`src/rtl/wps_pkg.sv`:
```
package wps_pkg;
  localparam int SR_W      = 8;
  localparam int SR_LOCK   = 7;
  localparam int SR_LVL_HI = 3;
  localparam int SR_LVL_LO = 2;
  localparam int SR_LATCH  = 1;
  localparam int SR_BUSY   = 0;
  localparam logic [SR_W-1:0] SR_WR_MASK = 8'h8C;
  localparam logic KIND_ARRAY  = 1'b0;
  localparam logic KIND_STATUS = 1'b1;

  typedef enum logic [1:0] {
    ST_IDLE   = 2'd0,
    ST_STAGED = 2'd1,
    ST_ARMED  = 2'd2
  } stage_t;
endpackage

```
`src/rtl/wps_range_decode.sv`:
```
module wps_range_decode #(
  parameter int ADDR_W = 10
) (
  input  logic [1:0]        level,
  input  logic [ADDR_W-1:0] addr,
  output logic              locked
);
  localparam int SHIFT = ADDR_W - 2;

  logic [2:0]      first_q;   // first protected quarter, 4 = none
  logic [ADDR_W:0] bound;

  always_comb begin
    case (level)
      2'd0:    first_q = 3'd4;
      2'd1:    first_q = 3'd3;
      2'd2:    first_q = 3'd2;
      default: first_q = 3'd0;
    endcase
    bound  = (ADDR_W+1)'(first_q) << SHIFT;
    locked = ({1'b0, addr} >= bound);
  end
endmodule

```
`src/rtl/wps_sr_store.sv`:
```
module wps_sr_store
  import wps_pkg::*;
(
  input  logic            clk,
  input  logic            rst_n,
  input  logic            cs_n,
  input  logic            wp_n,
  input  logic            wr_ok,
  input  logic            wdata_vld,
  input  logic [SR_W-1:0] wdata,
  input  logic            cycle_done,
  output logic [SR_W-1:0] sr_bits
);
  stage_t          st;
  logic [SR_W-1:0] hold;
  logic            cs_q, wp_q;
  logic            cs_rise, abort;

  assign cs_rise = cs_n & ~cs_q;
  assign abort   = ~wp_n & wp_q & ~cs_n & sr_bits[SR_LOCK];

  always_ff @(posedge clk or negedge rst_n) begin
    if (!rst_n) begin
      st      <= ST_IDLE;
      hold    <= '0;
      sr_bits <= '0;
      cs_q    <= 1'b1;
      wp_q    <= 1'b1;
    end else begin
      cs_q <= cs_n;
      wp_q <= wp_n;
      case (st)
        ST_IDLE: begin
          if (wdata_vld && wr_ok) begin
            hold <= wdata & SR_WR_MASK;
            st   <= ST_STAGED;
          end
        end
        ST_STAGED: begin
          if (abort)        st <= ST_IDLE;
          else if (cs_rise) st <= ST_ARMED;
        end
        ST_ARMED: begin
          if (cycle_done) begin
            sr_bits <= hold;
            st      <= ST_IDLE;
          end
        end
        default: st <= ST_IDLE;
      endcase
    end
  end


  sr_stable_chk: assert property (@(posedge clk) disable iff (!rst_n)
    !(st == ST_ARMED && cycle_done) |=> $stable(sr_bits));


  wp_cancel_chk: assert property (@(posedge clk) disable iff (!rst_n)
    (st == ST_STAGED && !cs_n && sr_bits[SR_LOCK] && $fell(wp_n)) |=> (st == ST_IDLE));


  armed_keep_chk: assert property (@(posedge clk) disable iff (!rst_n)
    (st == ST_ARMED && !cycle_done) |=> (st == ST_ARMED));
endmodule

```
`src/rtl/wrprot_status_unit.sv`:
```
module wrprot_status_unit
  import wps_pkg::*;
#(
  parameter int ADDR_W = 10
) (
  input  logic              clk,
  input  logic              rst_n,
  input  logic              cs_n,
  input  logic              wp_n,
  input  logic              wel,
  input  logic              busy,
  input  logic [ADDR_W-1:0] req_addr,
  input  logic              req_kind,
  output logic              permit,
  input  logic              sr_wdata_vld,
  input  logic [SR_W-1:0]   sr_wdata,
  input  logic              cycle_done,
  output logic [SR_W-1:0]   status_byte
);
  logic [SR_W-1:0] sr_bits;
  logic            locked, hw_lock, status_ok, array_ok;

  wps_range_decode #(.ADDR_W(ADDR_W)) u_dec (
    .level  (sr_bits[SR_LVL_HI:SR_LVL_LO]),
    .addr   (req_addr),
    .locked (locked)
  );

  assign hw_lock   = sr_bits[SR_LOCK] & ~wp_n;
  assign status_ok = wel & ~busy & ~hw_lock;
  assign array_ok  = wel & ~busy & ~locked;
  assign permit    = (req_kind == KIND_STATUS) ? status_ok : array_ok;

  wps_sr_store u_store (
    .clk        (clk),
    .rst_n      (rst_n),
    .cs_n       (cs_n),
    .wp_n       (wp_n),
    .wr_ok      (status_ok),
    .wdata_vld  (sr_wdata_vld),
    .wdata      (sr_wdata),
    .cycle_done (cycle_done),
    .sr_bits    (sr_bits)
  );

  always_comb begin
    status_byte = sr_bits;
    status_byte[SR_LATCH] = wel;
    status_byte[SR_BUSY]  = 1'b0;
    if (busy) status_byte = '1;
  end


  busy_block_chk: assert property (@(posedge clk) disable iff (!rst_n)
    busy |-> !permit);


  range_block_chk: assert property (@(posedge clk) disable iff (!rst_n)
    (req_kind == KIND_ARRAY && locked) |-> !permit);


  hw_lock_chk: assert property (@(posedge clk) disable iff (!rst_n)
    (req_kind == KIND_STATUS && sr_bits[SR_LOCK] && !wp_n) |-> !permit);


  spare_zero_chk: assert property (@(posedge clk) disable iff (!rst_n)
    !busy |-> (status_byte[6:4] == 3'b000 && status_byte[SR_BUSY] == 1'b0));
endmodule

```
`config.mk`:
```
export PLATFORM = sky130hd
export DESIGN_NAME = wrprot_status_unit
export DESIGN_NICKNAME = d
export VERILOG_FILES = /design/src/rtl/wps_pkg.sv /design/src/rtl/wps_range_decode.sv /design/src/rtl/wps_sr_store.sv /design/src/rtl/wrprot_status_unit.sv
export SDC_FILE = /design/constraint.sdc
export NUM_CORES = 1
export LEC_CHECK = 0
export BUFFER_PORTS_ARGS = -buffer_cell sky130_fd_sc_hd__buf_4
export CORE_MARGIN = 2
export CORE_UTILIZATION = 36
export CTS_BUF_LIST = sky130_fd_sc_hd__clkbuf_8 sky130_fd_sc_hd__clkbuf_16
export CTS_CLUSTER_DIAMETER = 120
export DETAILED_ROUTE_END_ITERATION = 7
export GPL_TIMING_DRIVEN = 0
export PLACE_DENSITY = 0.65
export SLEW_MARGIN = 20
export SYNTH_ARGS = -nofsm -noshare
export SYNTH_HDL_FRONTEND = slang
export SYNTH_SLANG_ARGS = --single-unit
```
`constraint.sdc`:
```
create_clock -name clk -period 2 [get_ports clk]
set_clock_uncertainty 0.05 [all_clocks]
set_input_delay 0.1 -clock clk [delete_from_list [all_inputs] [get_ports clk]]
set_output_delay 0.1 -clock clk [all_outputs]
set_load 0.005 [all_outputs]
```
# Word level (Yosys, flattened, before mapping)
# Index checks and enable logic that the tools add are counted.
classes:
  order_cmp: 1
  eq_ne: 7
  muxes: 8
  n_bitwise: 14
  n_reduce_logical: 6
ops:
  columns: ["cell", "count"]
  rows:
  - ["10-bit by 11-bit >= comparator with 1-bit output", 1]
  - ["3-bit case mux with 3 select lines", 1]
  - ["1-bit AND", 8]
  - ["2-bit two-way mux", 4]
  - ["8-bit two-way mux", 1]
  - ["1-bit inverter", 6]
  - ["2-bit case mux with 3 select lines", 1]
  - ["2-bit by 1-bit == test with 1-bit output (second input constant)", 2]
  - ["2-bit == test (second input constant)", 2]
  - ["2-bit zero test", 2]
  - ["2-bit AND reduction", 2]
  - ["3-bit by 1-bit != test with 1-bit output (second input constant)", 1]
  - ["3-bit AND reduction", 1]
  - ["2-bit by 1-bit != test with 1-bit output (second input constant)", 1]
  - ["2-bit != test (second input constant)", 1]
  - ["1-bit logical AND", 1]
  - ["1-bit two-way mux", 1]
totals:
  register_bits: 10
  out_inout_bits: 9
  wordCells: 41

# Longest topological paths before layout
depth:
  depth_word: 7
  depth_mapped: 7
  ltp_nobuf: 7

# Cells and area by module
# From an unflattened synthesis, not the netlist that was laid out.
hier_totals:
  hier_cells: 58
  area_unflattened_um2: 650.6
modules_own_cells:
  columns: ["mod", "instances", "cells_each", "area_per_inst_um2", "seq_area_each_um2"]
  rows:
  - ["wps_sr_store", 1, 30, 446.7, 252.7]
  - ["wps_range_decode", 1, 15, 108.9, 0.0]
  - ["wrprot_status_unit", 1, 13, 95.1, 0.0]

# Worst setup path before layout
# OpenSTA, ideal clock, no wires.
synth_timing:
  path_type: "reg-to-output"
  startpoint: "register u_store.sr_bits[2]"
  endpoint: "output permit"
  t_arrival_ns: 1.369
  required_time_ns: 1.850
  path_slack_ns: 0.481
  path_stages_with_launch: 8
  path_buffers: 0
  cell_sequence: "dfrtp_1 > inv_1 > ha_1 > inv_1 > ha_1 > nor4b_1 > nand3_1 > o311a_1"
synth_via:
  elab_chain_len: 6
synth_rtl:
  columns: ["item", "line", "text"]
  rows:
  - ["start, declared", "wps_sr_store.sv:12", "output logic [SR_W-1:0] sr_bits"]
  - ["start signal, assigned", "wps_sr_store.sv:45", "sr_bits <= hold;"]
  - ["2-bit == test (tied with other cells)", "wps_range_decode.sv:14", "case (level)"]
  - ["3-bit case mux with 3 select lines (*)", "wps_range_decode.sv:14", null]
  - ["10-bit by 11-bit >= comparator with 1-bit output (*)", "wps_range_decode.sv:21", "locked = ({1'b0, addr} >= bound);"]
  - ["1-bit inverter (*)", "wrprot_status_unit.sv:31", "assign array_ok = wel & ~busy & ~locked;"]
  - ["1-bit AND (*)", "wrprot_status_unit.sv:31", null]
  - ["1-bit two-way mux (*)", "wrprot_status_unit.sv:32", "assign permit = (req_kind == KIND_STATUS) ? status_ok : array_ok;"]
  - ["end, declared", "wrprot_status_unit.sv:14", "output logic permit,"]
# Mark *: on every way between the ends. The rest lies on a longest branch, timed or not.

# Final worst setup path
# Ends and elaborated chain as after synthesis.

==> impl_metrics.env <==
export IMPL_crit_path_cell_trace="buf_4, ha_1, ha_1, nor4b_2, nand3_1, o311a_1, buf_4"
export IMPL_yosysTopAreaCell="dfrtp_1"
export IMPL_status="finished clean"
export IMPL_cpPeakStageDelay_ns=0.38
export IMPL_finalSetupTns_ns=0
export IMPL_path_max_fanout=3
export IMPL_grt_pass1_vias=486
export IMPL_max_slew_margin_rel=0.806
export IMPL_gr_total_overflow=0
export IMPL_synthTopCellsByCount="8 x dfrtp_1, 6 x inv_1, 6 x mux2_2"
export IMPL_synth_seq_cells=10
export IMPL_drc=0
export IMPL_post_drt_wl_per_cell_um=11.6
export IMPL_cts_tree="built"
export IMPL_avgSynthCellArea_um2=10.9
export IMPL_core_area_um2=1520
export IMPL_syn_area_um2=597
export IMPL_layout_min_cycle_time_ns=1.94
export IMPL_hpwl_um=998
export IMPL_vias_per_cell=4.77
export IMPL_port_buffer_count=30
export IMPL_path_class="flop to primary output"
export IMPL_dpl_cell_area_um2=842
export IMPL_nNetsFinal=125
export IMPL_synth_edff_count=0
export IMPL_hold_violations=0
export IMPL_cts_max_level=1
export IMPL_grt_pass1_wl_um=2020
export IMPL_setup_ws_ns=0.0576
export IMPL_placedCellCount=101
export IMPL_irDropWorstVdd_v=0.000689
export IMPL_cap_violations=0
export IMPL_critPathArrivalTime_ns=1.79
export IMPL_place_ws_ns=0.241
export IMPL_final_instance_count_excl_fill=109
export IMPL_fin_area_um2=981
export IMPL_leakage_nw=0.467
export IMPL_critPathSlowestCell="dfrtp_1"
export IMPL_max_freq_mhz=515
export IMPL_fin_util=0.644
export IMPL_die_h_um=44.7
export IMPL_drtIter0Drc=2
export IMPL_multiInputGateArea_um2=338
export IMPL_netlist_area_leader_share=0.335
export IMPL_path_clk_slew_ns=0.05
export IMPL_setup_viol=0
export IMPL_area_growth_pct=64.4
export IMPL_critPathCaptureType="primary output"
export IMPL_synth_area_leaders="dfrtp_1 34%, mux2_2 11%, dfstp_2 8.8%"
export IMPL_die_area_um2=2000
export IMPL_route_vias_total=520
export IMPL_ios=36
export IMPL_layout_drive_gt1_share=0.624
export IMPL_syn_num_nets=86
export IMPL_start_kind="flop"
export IMPL_power_density_nw_per_um2=1010
export IMPL_cts_buffer_depth=2
export IMPL_fill_cells=126
export IMPL_final_max_slew_viol_count=0
export IMPL_start_util=0.392
export IMPL_period_share=0.971
export IMPL_wl_um=1270
export IMPL_syn_inst=55
export IMPL_yosysMostFrequentCell="dfrtp_1"
export IMPL_drt_first_pass_iters=3
export IMPL_hold_path_class="primary input to flop"
export IMPL_antenna_left=0
export IMPL_cts_sinks=10
export IMPL_insertion_delay_ns=0.23
export IMPL_seq_area_um2=253
export IMPL_gp_congestion=0.751
export IMPL_die_w_um=44.7
export IMPL_yosysSeqAreaShare=0.423
export IMPL_grt_max_degree=11
export IMPL_numCtsBuffers=3
export IMPL_rows=14
export IMPL_tightest_slew_ns=0.287
export IMPL_antenna_found_initial=0
export IMPL_antennaDiodeCount=0
export IMPL_grt_usage=0.145
export IMPL_cts_root_buf="clkbuf_8"
export IMPL_dominantRegCellSynth="dfrtp_1"
export IMPL_ys_types=21
export IMPL_async_flop_share=1.00
export IMPL_ys_warn_count=0
export IMPL_required_ns=1.85
through the flow:
step	hold WS [ns]	total power [mW]
floorplan	-0.246	0.526
global placement	-0.118	0.645
detailed placement	-0.118	0.654
CTS	0.0399	0.918
global route	0.0407	1.07
finish	0.0454	0.990
cell usage in the layout (no fill, tap or decap), drive strengths merged:
cell	Yosys	final
buf	4	35
dfrtp	8	8
mux2	6	6
inv	6	6
nand2b	4	4
or2	4	4
clkbuf	0	4
ha	4	4
a21oi	3	3
dlygate4sd3	0	3
nand2	2	2
dfstp	2	2
nor4b	2	2
nor2b	1	1
nor4	1	1
nand3	1	1
o311a	1	1
nand3b	1	1
o311ai	1	1
and4bb	1	1
nor2	1	1
o21ai	1	1
nor3b	1	1
repair_timing:
action                                 CTS  global route
setup endpoints to repair                1             1
endpoints found under the hold margin   12             0
resized for setup                        1             5
pin swaps                                0             1
buffers inserted                         0             1
hold buffers                             3             0
cell type report:
type,instances,share of cell area
plain buffers,4,0.0306
clock buffers,4,0.0561
inverters,6,0.0230
multi-input cells,35,0.344
flip-flops and latches,10,0.258
well taps,16,0.0204
repair buffers,34,0.268
where the power goes:
group	internal, mW	total [mW]	switching (mW)
clock network	0.173	0.248	0.0755
logic	0.260	0.416	0.156
registers	0.277	0.326	0.0484
total	0.710	0.990	0.280
registers in the layout (all words and copies together) (netlist names):
name             flops
u_store.cs_q         1
u_store.st           2
u_store.wp_q         1
u_store.sr_bits      3
u_store.hold         3
worst max-delay path: cells and delay by family, from the launching register on:
kind	cells	cell delay, ns
fa+ha+maj	2	0.47
simple gates	2	0.31
compound gates	1	0.12
flops	1	0.38
buf+inv	2	0.28
logic make-up (layout without fill, tap and decap cells):
| logic type | count (synthesis) | count (layout) | synth area share |
|---|---|---|---|
| AOI/OAI and AO/OA | 6 | 6 | 0.0650 |
| adders and majority gates | 4 | 4 | 0.0839 |
| buffers and inverters | 10 | 48 | 0.0880 |
| DFF | 10 | 10 | 0.423 |
| and+or+nand+nor | 19 | 19 | 0.226 |
| muxes | 6 | 6 | 0.113 |
path summary, 6_finish.rpt:
kind                       cells after the start                     endpoint  slack, ns                      startpoint
setup reg to reg                               3  u_store.hold[2]$_DFFE_PN0P_       0.50       u_store.st[0]$_DFFE_PN0P_
max in group asynchronous                      2       u_store.cs_q$_DFF_PN1_       1.51                           rst_n
min in group asynchronous                      2    u_store.st[1]$_DFFE_PN0P_       0.17                           rst_n
hold reg to reg                                1  u_store.hold[7]$_DFFE_PN0P_       0.45     u_store.hold[7]$_DFFE_PN0P_
setup / recovery                               7                       permit       0.06  u_store.sr_bits[2]$_DFFE_PN0P_
hold / removal                                 2  u_store.hold[3]$_DFFE_PN0P_       0.05                     sr_wdata[3]
per-layer routing:
metal,track usage,routed length [um],vias up,share of wire
met5,0,0,-,0
met4,0.127,38,0,0.030
met3,0.0320,95,5,0.075
met2,0.217,603,19,0.48
met1,0.173,531,236,0.42
li1,-,-,260,-
No activity file was read; power rests on OpenSTA's default activity.
